--- src/rtl/spi_port_pkg.sv ---
package spi_port_pkg;
  typedef enum logic [1:0] {
    RATE_FAST  = 2'b00,
    RATE_MID   = 2'b01,
    RATE_SLOW  = 2'b10,
    ROLE_SLAVE = 2'b11
  } spi_mode_e;

  typedef struct packed {
    logic [1:0] mode;
    logic       en;
    logic       msb_first;
    logic       cs_use;
  } spi_ctrl_t;

  localparam int unsigned CTRL_BITS = 7;
endpackage

--- src/rtl/spi_port_sync.sv ---
module spi_port_sync #(
  parameter int unsigned           W       = 3,
  parameter int unsigned           STAGES  = 2,
  parameter logic [W-1:0]          RST_VAL = '0
) (
  input  logic         clk,
  input  logic         rst_n,
  input  logic [W-1:0] d,
  output logic [W-1:0] q
);
  logic [STAGES-1:0][W-1:0] chain_q;
  logic [STAGES-1:0][W-1:0] chain_d;

  always_comb begin
    chain_d = {chain_q[STAGES-2:0], d};
  end

  always_ff @(posedge clk or negedge rst_n) begin
    if (!rst_n) chain_q <= {STAGES{RST_VAL}};
    else        chain_q <= chain_d;
  end

  assign q = chain_q[STAGES-1];
endmodule

--- src/rtl/spi_port_clkgen.sv ---
module spi_port_clkgen #(
  parameter int unsigned HALF_FAST = 4,
  parameter int unsigned HALF_MID  = 16,
  parameter int unsigned HALF_SLOW = 64
) (
  input  logic       clk,
  input  logic       rst_n,
  input  logic       run,
  input  logic [1:0] rate,
  output logic       sclk,
  output logic       rise,
  output logic       fall
);
  localparam int unsigned MAX_AB = (HALF_FAST > HALF_MID) ? HALF_FAST : HALF_MID;
  localparam int unsigned MAX_H  = (MAX_AB > HALF_SLOW) ? MAX_AB : HALF_SLOW;
  localparam int unsigned CW     = (MAX_H > 2) ? $clog2(MAX_H) : 1;

  logic [CW-1:0] cnt_q, cnt_d, limit;
  logic          sclk_q, sclk_d, tick;

  always_comb begin
    case (rate)
      2'b00:   limit = CW'(HALF_FAST - 1);
      2'b01:   limit = CW'(HALF_MID - 1);
      default: limit = CW'(HALF_SLOW - 1);
    endcase
    tick   = run && (cnt_q == limit);
    cnt_d  = (!run || tick) ? '0 : cnt_q + 1'b1;
    sclk_d = !run ? 1'b0 : (tick ? ~sclk_q : sclk_q);
  end

  always_ff @(posedge clk or negedge rst_n) begin
    if (!rst_n) begin
      cnt_q  <= '0;
      sclk_q <= 1'b0;
    end else begin
      cnt_q  <= cnt_d;
      sclk_q <= sclk_d;
    end
  end

  assign sclk = sclk_q;
  assign rise = tick & ~sclk_q;
  assign fall = tick & sclk_q;

  a_r4_half_period_hold: assert property (@(posedge clk) disable iff (!rst_n)
    (run && $past(run) && cnt_q != '0) |-> $stable(sclk_q));
  a_r5_stop_low: assert property (@(posedge clk) disable iff (!rst_n)
    !run |=> !sclk_q);
endmodule

--- src/rtl/spi_port_shift.sv ---
module spi_port_shift #(
  parameter int unsigned DW = 8
) (
  input  logic          clk,
  input  logic          rst_n,
  input  logic          load,
  input  logic [DW-1:0] load_val,
  input  logic          abort,
  input  logic          msb_first,
  input  logic          rise,
  input  logic          fall,
  input  logic          din,
  output logic [DW-1:0] shreg,
  output logic          dout,
  output logic          done,
  output logic          active
);
  localparam int unsigned CNTW = $clog2(DW + 1);
  localparam logic [CNTW-1:0] LAST = CNTW'(DW);

  logic [DW-1:0]   sh_q, sh_d;
  logic [CNTW-1:0] cnt_q, cnt_d;
  logic            smp_q, smp_d;

  always_comb begin
    sh_d  = sh_q;
    cnt_d = cnt_q;
    smp_d = smp_q;
    done  = 1'b0;
    if (load) begin
      sh_d  = load_val;
      cnt_d = '0;
    end else if (abort) begin
      cnt_d = '0;
    end else begin
      if (rise && cnt_q != LAST) begin
        smp_d = din;
        cnt_d = cnt_q + 1'b1;
      end
      if (fall && cnt_q != '0) begin
        sh_d = msb_first ? {sh_q[DW-2:0], smp_q} : {smp_q, sh_q[DW-1:1]};
        if (cnt_q == LAST) begin
          cnt_d = '0;
          done  = 1'b1;
        end
      end
    end
  end

  always_ff @(posedge clk or negedge rst_n) begin
    if (!rst_n) begin
      sh_q  <= '0;
      cnt_q <= '0;
      smp_q <= 1'b0;
    end else begin
      sh_q  <= sh_d;
      cnt_q <= cnt_d;
      smp_q <= smp_d;
    end
  end

  assign shreg  = sh_q;
  assign dout   = msb_first ? sh_q[DW-1] : sh_q[0];
  assign active = (cnt_q != '0);

  a_r6_count_bound: assert property (@(posedge clk) disable iff (!rst_n)
    cnt_q <= LAST);
  a_r12_done_restarts: assert property (@(posedge clk) disable iff (!rst_n)
    done |=> (cnt_q == '0));
  a_r5_out_on_fall: assert property (@(posedge clk) disable iff (!rst_n)
    (!$past(fall) && !$past(load)) |-> $stable(sh_q));
endmodule

--- src/rtl/spi_port.sv ---
module spi_port
  import spi_port_pkg::*;
#(
  parameter int unsigned DW          = 8,
  parameter int unsigned HALF_FAST   = 4,
  parameter int unsigned HALF_MID    = 16,
  parameter int unsigned HALF_SLOW   = 64,
  parameter int unsigned SYNC_STAGES = 2
) (
  input  logic          clk,
  input  logic          rst_n,
  input  logic          bus_sel,
  input  logic          bus_wr,
  input  logic          bus_addr,
  input  logic [DW-1:0] bus_wdata,
  output logic [DW-1:0] bus_rdata,
  input  logic          irq_en,
  output logic          irq,
  output logic          sclk_out,
  output logic          cs_n_out,
  input  logic          sclk_in,
  input  logic          cs_n_in,
  input  logic          sdi,
  output logic          sdo
);
  logic [1:0] rst_pipe_q;
  logic       rst_sn;

  always_ff @(posedge clk or negedge rst_n) begin
    if (!rst_n) rst_pipe_q <= 2'b00;
    else        rst_pipe_q <= {rst_pipe_q[0], 1'b1};
  end
  assign rst_sn = rst_pipe_q[1];

  spi_ctrl_t ctrl_q, ctrl_d;
  logic      wcol_q, wcol_d, flag_q, flag_d, mbusy_q, mbusy_d, sprev_q;

  logic       is_slave, wr_data, wr_ctrl, rd_ctrl, acc_data, start, collide;
  logic       s_sclk, s_csn, s_sdi, selected, s_rise, s_fall;
  logic       m_sclk, m_rise, m_fall;
  logic       e_rise, e_fall, e_din, e_load, e_abort, e_done, e_active;
  logic       trf;
  logic [DW-1:0] e_sh, ctrl_view;

  spi_port_sync #(.W(3), .STAGES(SYNC_STAGES), .RST_VAL(3'b010)) u_sync (
    .clk  (clk),
    .rst_n(rst_sn),
    .d    ({sclk_in, cs_n_in, sdi}),
    .q    ({s_sclk, s_csn, s_sdi})
  );

  spi_port_clkgen #(.HALF_FAST(HALF_FAST), .HALF_MID(HALF_MID), .HALF_SLOW(HALF_SLOW)) u_clk (
    .clk  (clk),
    .rst_n(rst_sn),
    .run  (mbusy_q),
    .rate (ctrl_q.mode),
    .sclk (m_sclk),
    .rise (m_rise),
    .fall (m_fall)
  );

  spi_port_shift #(.DW(DW)) u_shift (
    .clk      (clk),
    .rst_n    (rst_sn),
    .load     (e_load),
    .load_val (bus_wdata),
    .abort    (e_abort),
    .msb_first(ctrl_q.msb_first),
    .rise     (e_rise),
    .fall     (e_fall),
    .din      (e_din),
    .shreg    (e_sh),
    .dout     (sdo),
    .done     (e_done),
    .active   (e_active)
  );

  always_comb begin
    is_slave = (ctrl_q.mode == ROLE_SLAVE);
    wr_data  = bus_sel && bus_wr && !bus_addr;
    wr_ctrl  = bus_sel && bus_wr && bus_addr;
    rd_ctrl  = bus_sel && !bus_wr && bus_addr;
    acc_data = bus_sel && !bus_addr;
    start    = wr_data && ctrl_q.en && !is_slave && !mbusy_q;
    collide  = wr_data && ctrl_q.en && !is_slave && mbusy_q;

    selected = !ctrl_q.cs_use || !s_csn;
    s_rise   = ctrl_q.en && is_slave && selected && s_sclk && !sprev_q;
    s_fall   = ctrl_q.en && is_slave && selected && !s_sclk && sprev_q;

    e_rise   = is_slave ? s_rise : m_rise;
    e_fall   = is_slave ? s_fall : m_fall;
    e_din    = is_slave ? s_sdi : sdi;
    e_load   = wr_data && (is_slave ? !e_active : !mbusy_q);
    e_abort  = !ctrl_q.en || (is_slave && !selected);

    trf = ctrl_q.en && (is_slave ? !e_active : !mbusy_q);

    ctrl_d = ctrl_q;
    if (wr_ctrl) ctrl_d = bus_wdata[6:2];

    mbusy_d = mbusy_q;
    if (!ctrl_q.en || is_slave) mbusy_d = 1'b0;
    else if (start)             mbusy_d = 1'b1;
    else if (e_done)            mbusy_d = 1'b0;

    wcol_d = wcol_q;
    if (collide)      wcol_d = 1'b1;
    else if (rd_ctrl) wcol_d = 1'b0;

    flag_d = flag_q;
    if (e_done)        flag_d = 1'b1;
    else if (acc_data) flag_d = 1'b0;

    ctrl_view = '0;
    ctrl_view[CTRL_BITS-1:0] = {ctrl_q.mode, ctrl_q.en, ctrl_q.msb_first,
                                ctrl_q.cs_use, wcol_q, trf};
    bus_rdata = bus_addr ? ctrl_view : e_sh;
  end

  always_ff @(posedge clk or negedge rst_sn) begin
    if (!rst_sn) begin
      ctrl_q  <= '0;
      wcol_q  <= 1'b0;
      flag_q  <= 1'b0;
      mbusy_q <= 1'b0;
      sprev_q <= 1'b0;
    end else begin
      ctrl_q  <= ctrl_d;
      wcol_q  <= wcol_d;
      flag_q  <= flag_d;
      mbusy_q <= mbusy_d;
      sprev_q <= s_sclk;
    end
  end

  assign irq      = flag_q & irq_en;
  assign sclk_out = m_sclk;
  assign cs_n_out = !(mbusy_q && ctrl_q.cs_use);

  a_r2_off_stops: assert property (@(posedge clk) disable iff (!rst_sn)
    !ctrl_q.en |=> !mbusy_q);
  a_r11_wcol_marks: assert property (@(posedge clk) disable iff (!rst_sn)
    collide |=> wcol_q);
  a_r12_flag_on_end: assert property (@(posedge clk) disable iff (!rst_sn)
    e_done |=> flag_q);
  a_r5_idle_low: assert property (@(posedge clk) disable iff (!rst_sn)
    (!mbusy_q && !$past(mbusy_q)) |-> !sclk_out);
endmodule

--- config.mk ---
export PLATFORM = sky130hd
export DESIGN_NAME = spi_port
export DESIGN_NICKNAME = d
export VERILOG_FILES = /design/src/rtl/spi_port_pkg.sv /design/src/rtl/spi_port_sync.sv /design/src/rtl/spi_port_clkgen.sv /design/src/rtl/spi_port_shift.sv /design/src/rtl/spi_port.sv
export SDC_FILE = /design/constraint.sdc
export NUM_CORES = 1
export LEC_CHECK = 0
export BUFFER_PORTS_ARGS = -buffer_cell sky130_fd_sc_hd__buf_2
export CAP_MARGIN = 25
export CELL_PAD_IN_SITES_DETAIL_PLACEMENT = 1
export CELL_PAD_IN_SITES_GLOBAL_PLACEMENT = 2
export CORE_UTILIZATION = 36
export CTS_CLUSTER_SIZE = 24
export DETAILED_ROUTE_END_ITERATION = 8
export PLACE_DENSITY = 0.74
export RECOVER_POWER = 50
export SLEW_MARGIN = 20
export SYNTH_ARGS = -nofsm -noshare
export SYNTH_HDL_FRONTEND = slang
export SYNTH_SLANG_ARGS = --single-unit
export TNS_END_PERCENT = 5
--- constraint.sdc ---
create_clock -name clk -period 1.6 [get_ports clk]
set_input_delay 0.08 -clock clk [delete_from_list [all_inputs] [get_ports clk]]
set_output_delay 0.08 -clock clk [all_outputs]
set_load 0.05 [all_outputs]
Word-level counts from Yosys, hierarchy flattened:

Index checks and enable logic that the tools add are counted.

* bitwise gates (word level): 6
* add/subtract/negate cells: 2
* eq/ne operators: 7
* muxes and demuxes: 30
* reductions and logical operators: 47

Operator list (count)
* 2-to-1 mux 8 bit: 5
* logical AND 1 bit: 23
* 2-to-1 mux 4 bit: 5
* 2-to-1 mux 1 bit: 18
* logical NOT 1 bit: 12
* case mux 6 bit (2 select lines): 1
* adder 6 x 1 -> 6 bit (second input constant): 1
* equality test 6 bit: 1
* 2-to-1 mux 6 bit: 1
* nonzero test 2 bit: 3
* adder 4 x 1 -> 4 bit (second input constant): 1
* equality test 4 bit (second input constant): 1
* logical OR 1 bit: 4
* inequality test 4 bit (second input constant): 1
* nonzero test 4 bit: 1
* AND 1 bit: 3
* NOT 1 bit: 3
* AND reduction 3 bit: 1
* nonzero test 3 bit: 1
* equality test 2 x 1 -> 1 bit (second input constant): 1
* equality test 2 bit (second input constant): 1
* logical NOT 2 bit: 1
* inequality test 2 x 1 -> 1 bit (second input constant): 1
* inequality test 2 bit (second input constant): 1
* AND reduction 2 bit: 1

* logic and storage cells: 108
* bits in registers: 37

Depth between registers and ports, before layout:

Gate-level depths: netlist of the first run.

* depth in word-level cells: 13
* depth in mapped cells: 8

Hierarchy:

Synthesis of the first run repeated with hierarchy kept, for this count alone.

* cell total of the unflattened synthesis: 171
* area, all modules: 1966.9 um^2

By module, submodules not included
* spi_port_shift: cells an instance 79, instances 1, area each 819.5 um^2, seq. area each 325.3 um^2
* spi_port: cells an instance 52, instances 1, area each 624.3 um^2, seq. area each 275.3 um^2
* spi_port_clkgen: cells an instance 34, instances 1, area each 370.4 um^2, seq. area each 175.2 um^2
* spi_port_sync: cells an instance 6, instances 1, area each 152.6 um^2, seq. area each 152.6 um^2

Worst setup path before layout of the first run:

OpenSTA, ideal clock, no wires.

* path kind: register to output
* start: reg u_shift.cnt_q[0]
* end: out bus_rdata[0]
* cell stages (with the launch flop): 6
* setup slack: -356 ps
* arrival: 1876 ps
* path through: dfrtp_1 -> inv_1 -> ha_1 -> nor3b_1 -> o21ai_0 -> o22ai_1

* word-level cells in the longest chain between the ends: 5

RTL lines
* from (decl): RTL line spi_port_shift.sv:22 `logic [CNTW-1:0] cnt_q, cnt_d;`
* from (signal assigned): RTL line spi_port_shift.sv:57 `cnt_q <= cnt_d;`
* nonzero test 4 bit: RTL line spi_port_shift.sv:64 `assign active = (cnt_q != '0);`
* logical NOT 1 bit: RTL line spi_port.sv:97 `trf = ctrl_q.en && (is_slave ? !e_active : !mbusy_q);`
* 2-to-1 mux 1 bit: RTL line spi_port.sv:97
* logical AND 1 bit: RTL line spi_port.sv:97
* 2-to-1 mux 8 bit: RTL line spi_port.sv:118 `bus_rdata = bus_addr ? ctrl_view : e_sh;`
* to (decl): RTL line spi_port.sv:16 `output logic [DW-1:0] bus_rdata,`

Every way passes these cells.

Worst setup path in the final report of the first run:

* start: reg u_clk.cnt_q[1]
* end: reg u_shift.cnt_q[0]

* word-level cells in the longest chain between the ends: 10
* elaborated cells on any way between the ends: 13

RTL lines
* from (decl): RTL line spi_port_clkgen.sv:18 `logic [CW-1:0] cnt_q, cnt_d, limit;`
* from (signal assigned): RTL line spi_port_clkgen.sv:37 `cnt_q <= cnt_d;`
* equality test 6 bit *: RTL line spi_port_clkgen.sv:27 `tick = run && (cnt_q == limit);`
* logical AND 1 bit *: RTL line spi_port_clkgen.sv:27
* AND 1 bit: RTL line spi_port_clkgen.sv:43 `assign rise = tick & ~sclk_q;`
* 2-to-1 mux 1 bit: RTL line spi_port.sv:91 `e_rise = is_slave ? s_rise : m_rise;`
* logical AND 1 bit: RTL line spi_port_shift.sv:36 `if (rise && cnt_q != LAST) begin`
* 2-to-1 mux 4 bit: RTL line spi_port_shift.sv:36
* 2-to-1 mux 4 bit: RTL line spi_port_shift.sv:42 `if (cnt_q == LAST) begin`
* 2-to-1 mux 4 bit *: RTL line spi_port_shift.sv:40 `if (fall && cnt_q != '0) begin`
* 2-to-1 mux 4 bit *: RTL line spi_port_shift.sv:33 `end else if (abort) begin`
* 2-to-1 mux 4 bit *: RTL line spi_port_shift.sv:30 `if (load) begin`
* net u_shift.cnt_d[0]: RTL line spi_port_shift.sv:22

The timed path passes the listed nets; every way through them passes the cells marked *.
A chain may end at the register's enable or synchronous reset.

==> results of run 1 <==
worst paths after layout:
kind | start | endpoint | slack [ps] | depth (start not counted)
min in group asynchronous | rst_n | rst_pipe_q[1]$_DFF_PN0_ | 100 | 2
max | u_clk.cnt_q[1]$_DFF_PN0_ | u_shift.cnt_q[0]$_DFF_PN0_ | -260 | 8
min reg2reg | u_sync.chain_d[3]$_DFF_PN0_ | u_sync.q[0]$_DFF_PN0_ | 350 | 0
max reg2reg | u_clk.cnt_q[1]$_DFF_PN0_ | u_shift.cnt_q[0]$_DFF_PN0_ | -260 | 8
min | bus_wdata[6] | ctrl_q[4]$_DFFE_PN0P_ | 40 | 2
max in group asynchronous | rst_pipe_q[1]$_DFF_PN0_ | ctrl_q[1]$_DFFE_PN0P_ | 530 | 1
stage by stage:
step | cells | instance area (µm²) | util
CTS | 332 | 2790 | 0.540
finish | 332 | 2800 | 0.542
detailed placement | 313 | 2440 | 0.471
global route | 332 | 2800 | 0.542
floorplan | 185 | 1980 | -
global placement | 313 | 2440 | 0.471
layout by cell type (no fill, tap or decap), drive strengths merged, types with 3 or more instances in the layout:
| cell type | n |
|---|---|
| buf | 66 |
| dfrtp | 35 |
| nand2 | 19 |
| nor2 | 19 |
| inv | 12 |
| o21ai | 12 |
| clkbuf | 11 |
| mux2i | 9 |
| a221oi | 8 |
| mux2 | 7 |
| and2 | 4 |
| nand4 | 4 |
| nand3 | 4 |
| xnor2 | 4 |
| dlygate4sd3 | 4 |
| and3 | 4 |
| o2111ai | 4 |
| nor4b | 3 |
| ha | 3 |
layout make-up:
type	instances	area share
repair buffers	73	0.179
clock buffers	8	0.0286
multi-input cells	132	0.412
flip-flops and latches	37	0.334
well taps	70	0.0313
inverters	12	0.0161
flip-flops by register name, indices dropped and copies added (netlist names):
name / cells
u_sync.chain_d: 3
sprev_q: 1
ctrl_q: 5
flag_q: 1
u_sync.q: 3
u_clk.cnt_q: 6
u_shift.shreg: 8
u_shift.smp_q: 1
u_clk.sclk: 1
rst_pipe_q: 2
wcol_q: 1
mbusy_q: 1
u_shift.cnt_q: 4
critical path, stage by stage, from the launching register on:
cell	delay (ps)
dfrtp_1	390
ha_2	200
and3_4	190
o21ai_4	70
a211oi_4	100
buf_6	140
buf_6	110
or4b_1	520
nand3_1	90
power breakdown:
group | switching [µW] | total, µW | internal [µW]
combinational | 461 | 803 | 342
clock | 325 | 635 | 310
sequential | 107 | 1140 | 1030
total | 894 | 2570 | 1680
cell families after synthesis:
kind of cell             after synthesis  share of synthesized area
flip-flops                            37                      0.473
buffers and inverters                 17                     0.0402
AO/OA/AOI/OAI                         39                      0.161
adder cells (fa/ha/maj)                3                     0.0191
multiplexers                          16                     0.0880
AND/OR/NAND/NOR                       67                      0.195
other                                  1                    0.00191
XOR/XNOR                               5                     0.0223
layer usage:
metal / global-route usage / vias to the layer above / routed length (µm)
met1: 0.263 / 868 / 2460
li1: - / 833 / -
met3: 0.0450 / 8 / 175
met5: 0 / - / 0
met4: 0.0679 / 0 / 89
met2: 0.380 / 28 / 2800
repair_timing:
item	CTS	global route
setup buffers	7	0
setup endpoints to repair	17	24
hold endpoints to repair	5	0
gates cloned	1	0
pin swaps	21	6
gates resized for setup	41	4
hold buffers	4	0
==> flow_metrics.tcl, run 1 <==
set metrics [dict create \
    netlist_top_cells_count "dfrtp_1, nand2_1, nor2_1" \
    fillers 578 \
    h-tree-depth 2 \
    cts_buffer_depth 2 \
    drc 0 \
    synth_edf_count 0 \
    finalCriticalPeriod_ps 1860 \
    synth_top_area_frac 0.446 \
    period_share 1.16 \
    row_count 26 \
    power.density_mw_per_mm2 919 \
    drtPass1Iterations 4 \
    die_h_um 75.8 \
    startpoint_type "flip-flop" \
    worst_pin_slew_ps 909 \
    ant_nets 0 \
    synth_area_per_cell_um2 10.6 \
    maxSlewViolCount 0 \
    grt-ovfl-total 0 \
    synth_nets 205 \
    syn_inst 185 \
    holdWs_ps 41.1 \
    skew_ps 6.97 \
    register_area_um2 935 \
    crit_required_ps 1830 \
    routedWlPerCell_um 16.7 \
    cts_tree "done" \
    layout.nets 281 \
    netlist_top_cells_area "dfrtp_1, mux2i_1, nand2_1" \
    start_util 0.379 \
    numCtsBuffers 5 \
    grt_start_max_net_pins 36 \
    clock_latency_ps 290 \
    via_per_inst 5.23 \
    multi_input_area_mm2 0.00115 \
    hold_class "input pin to flip-flop" \
    wirelength_mm 5.53 \
    gp_congestion 0.839 \
    die_w_um 75.8 \
    ir_worst_vdd_v 0.000457 \
    hold_viol_final 0 \
    p_leak_uw 0.00125 \
    critPathMaxFanout 4 \
    fin_ws_ps -262 \
    grt.total_usage 0.215 \
    ys_warn_count 0 \
    synth_area_mm2 0.00196 \
    slew_headroom 0.394 \
    drv_cap 0 \
    dieArea_mm2 0.00575 \
    yosys.area.top_type "dfrtp_1" \
    drive_gt1_frac 0.473 \
    status "finished with violations" \
    endpoint_kind "flip-flop" \
    dp_hpwl_mm 4.06 \
    synth.distinct_cells 48 \
    violations "setup timing" \
    syn_to_final_growth_pct 42.8 \
    grt_pass1_vias 1878 \
    antenna_found_initial 0 \
    cts-root-buf "clkbuf_8" \
    diodes 0 \
    tns_ps -2640 \
    setup_viol 16 \
    synthFlopType "dfrtp_1" \
    clk_pin_slew_worst_paths_ps 70 \
    io_buffers 28 \
    rsz0062_at_grt "true" \
    worstPathArrival_ps 2090 \
    drt_iter0_drc 60 \
    num_vias 1737 \
    dp_slack_ps -374 \
    path_class "flip-flop to flip-flop" \
    cts_sinks 37 \
    power.total_uw 2570 \
    fmax_ghz 0.537 \
    synth_most_common_cell "dfrtp_1" \
    synthArstFlopShare 1.00 \
    synth_seq_cells 37 \
    core_area_mm2 0.00517 \
    io_pins 29 \
    grt_first_pass_wirelength_mm 9.00 \
    ys_seq_area_frac 0.473 \
]
(Power assumes the default switching activity.)
==> run 2: changes to the inputs <==
- ABC_AREA: default -> 1
- CORE_UTILIZATION: 36 -> 33
- PLACE_DENSITY: 0.74 -> 0.75
==> run 2 against run 1 <==
  * Power up 20%
  * Register-to-register slack better by 350 ps
  * Worst setup slack better by 330 ps
  * Critical path depth down 1
  * Largest cell class unchanged
  * Clock power about the same
  * Hold slack better by 22 ps
  * Cell count up 17%
  * Cell area down 8.0%
  * The flow now finishes without violations
  * Combinational power up 48%
  * Via count up 7.0%
==> flow_metrics.tcl, run 2 <==
set metrics [dict create \
    h-tree-depth 2 \
    synth_area_mm2 0.00204 \
    drtPass1Iterations 4 \
    p_leak_uw 0.00130 \
    status "finished clean" \
    rsz0062_at_grt "true" \
    synth_seq_cells 37 \
    clk_pin_slew_worst_paths_ps 70 \
    core_area_mm2 0.00592 \
    num_vias 1858 \
    fillers 761 \
    finalCriticalPeriod_ps 1530 \
    cts_tree "done" \
    multi_input_area_mm2 0.00100 \
    endpoint_kind "output pin" \
    maxSlewViolCount 0 \
    netlist_top_cells_count "nand2_1, dfrtp_1, inv_1" \
    critPathMaxFanout 3 \
    crit_required_ps 1520 \
    cts_sinks 37 \
    die_w_um 80.5 \
    worstPathArrival_ps 1450 \
    io_buffers 28 \
    place_inst 375 \
    final_cell_mix "nand2_1, dfrtp_1, inv_1, buf_2, nor2_1" \
    io_pins 29 \
    clock_latency_ps 290 \
    synth_top_area_frac 0.430 \
    path_class "flip-flop to output pin" \
    register_area_um2 932 \
    cts-root-buf "clkbuf_8" \
    dpl_cell_area_mm2 0.00238 \
    synth_most_common_cell "nand2_1" \
    holdWs_ps 63.1 \
    yosys.area.top_type "dfrtp_1" \
    drc 0 \
    ir_worst_vdd_v 0.000534 \
    via_per_inst 4.78 \
    drive_gt1_frac 0.268 \
    gp_congestion 0.714 \
    hold_viol_final 0 \
    drv_cap 0 \
    synth_nets 281 \
    antenna_found_initial 0 \
    grt_pass1_vias 1850 \
    synthFlopType "dfrtp_1" \
    largest_reg_flops 8 \
    syn_inst 261 \
    power.density_mw_per_mm2 1200 \
    cts_buffer_depth 2 \
    wirelength_mm 5.34 \
    grt_first_pass_wirelength_mm 9.25 \
    synth_area_per_cell_um2 7.80 \
    numCtsBuffers 5 \
    synthArstFlopShare 1.00 \
    slew_headroom 0.411 \
    routedWlPerCell_um 13.7 \
    synth_edf_count 0 \
    row_count 28 \
    fin_area_mm2 0.00258 \
    skew_ps 4.22 \
    period_share 0.957 \
    hold_class "input pin to flip-flop" \
    layout.nets 333 \
    drt_iter0_drc 60 \
    startpoint_type "flip-flop" \
    dieArea_mm2 0.00649 \
    die_h_um 80.5 \
    grt_start_max_net_pins 36 \
    diodes 0 \
    worst_pin_slew_ps 884 \
    netlist_top_cells_area "dfrtp_1, nand2_1, inv_1" \
    dp_hpwl_mm 3.94 \
    grt.total_usage 0.191 \
    fin_cells 389 \
    grt-ovfl-total 0 \
    syn_to_final_growth_pct 26.6 \
    start_util 0.344 \
    layout_commonest_cell "nand2_1" \
    ys_warn_count 0 \
    synth.distinct_cells 29 \
    setup_viol 0 \
    fmax_ghz 0.653 \
    ant_nets 0 \
    ys_seq_area_frac 0.456 \
]
[run 2: worst max-delay path, stage by stage (launching register included)]
cell	delay [ps]
dfrtp_1	390
inv_2	80
ha_4	150
nand3_4	80
nand2_4	80
nand2_1	70
o22ai_2	120
buf_6	180
[run 2: stage by stage]
stage	utilization	setup TNS [ps]	power (µW)	worst slack, ps
floorplan	-	-211	2040	-136
global placement	0.402	-17.7	2380	-17.7
detailed placement	0.402	-563	2400	-72.1
CTS	0.429	0	3110	7.40
global route	0.435	-188	3320	-50.2
finish	0.435	0	3080	69.5
[run 2: where the power goes]
group          internal [µW]  leakage, µW  switching (µW)
Combinational            409     0.000785             780
Sequential              1100     0.000472             159
Clock                    302    0.0000450             335
Total                   1810      0.00130            1280
[run 2: per-layer routing]
layer / vias to the layer above / part of all wire / global-route usage
met1: 898 / 0.47 / 0.264
met5: - / 0 / 0
li1: 926 / - / -
met3: 6 / 0.039 / 0.0307
met4: 0 / 0.0077 / 0.0536
met2: 28 / 0.49 / 0.307
[run 2: path summary, 6_finish.rpt]
kind | depth (start not counted) | to | slack [ps] | startpoint
worst min-delay path | 3 | ctrl_q[4]$_DFFE_PN0P_ | 60 | bus_wdata[6]
max in group asynchronous | 1 | ctrl_q[4]$_DFFE_PN0P_ | 560 | rst_pipe_q[1]$_DFF_PN0_
min in group asynchronous | 2 | rst_pipe_q[0]$_DFF_PN0_ | 110 | rst_n
worst max-delay path | 7 | bus_rdata[0] | 70 | u_shift.cnt_q[0]$_DFF_PN0_
worst max register to register | 8 | u_shift.cnt_q[0]$_DFF_PN0_ | 90 | ctrl_q[4]$_DFFE_PN0P_
worst min register to register | 0 | u_sync.q[0]$_DFF_PN0_ | 350 | u_sync.chain_d[3]$_DFF_PN0_
[run 2: area by class of cell]
type	count	area share
Multi-Input combinational cell	186	0.389
Clock inverter	2	0.00388
Sequential cell	37	0.362
Inverter	32	0.0485
Tap cell	75	0.0364
Timing Repair Buffer	51	0.132
Clock buffer	6	0.0282
[run 2: cell families after synthesis]
| family | share of synthesized area |
|---|---|
| adder cells (fa/ha/maj) | 0.0184 |
| buffers and inverters | 0.0793 |
| flip-flops | 0.456 |
| other | 0.00184 |
| XOR/XNOR | 0.0215 |
| AO/OA/AOI/OAI | 0.104 |
| AND/OR/NAND/NOR | 0.318 |
[run 2: what timing repair did]
action	CTS	global route
gates resized for setup	8	10
endpoints found under the setup margin	14	17
pin swaps	1	3
hold buffers	4	0
endpoints found under the hold margin	5	0
buffers inserted	0	2
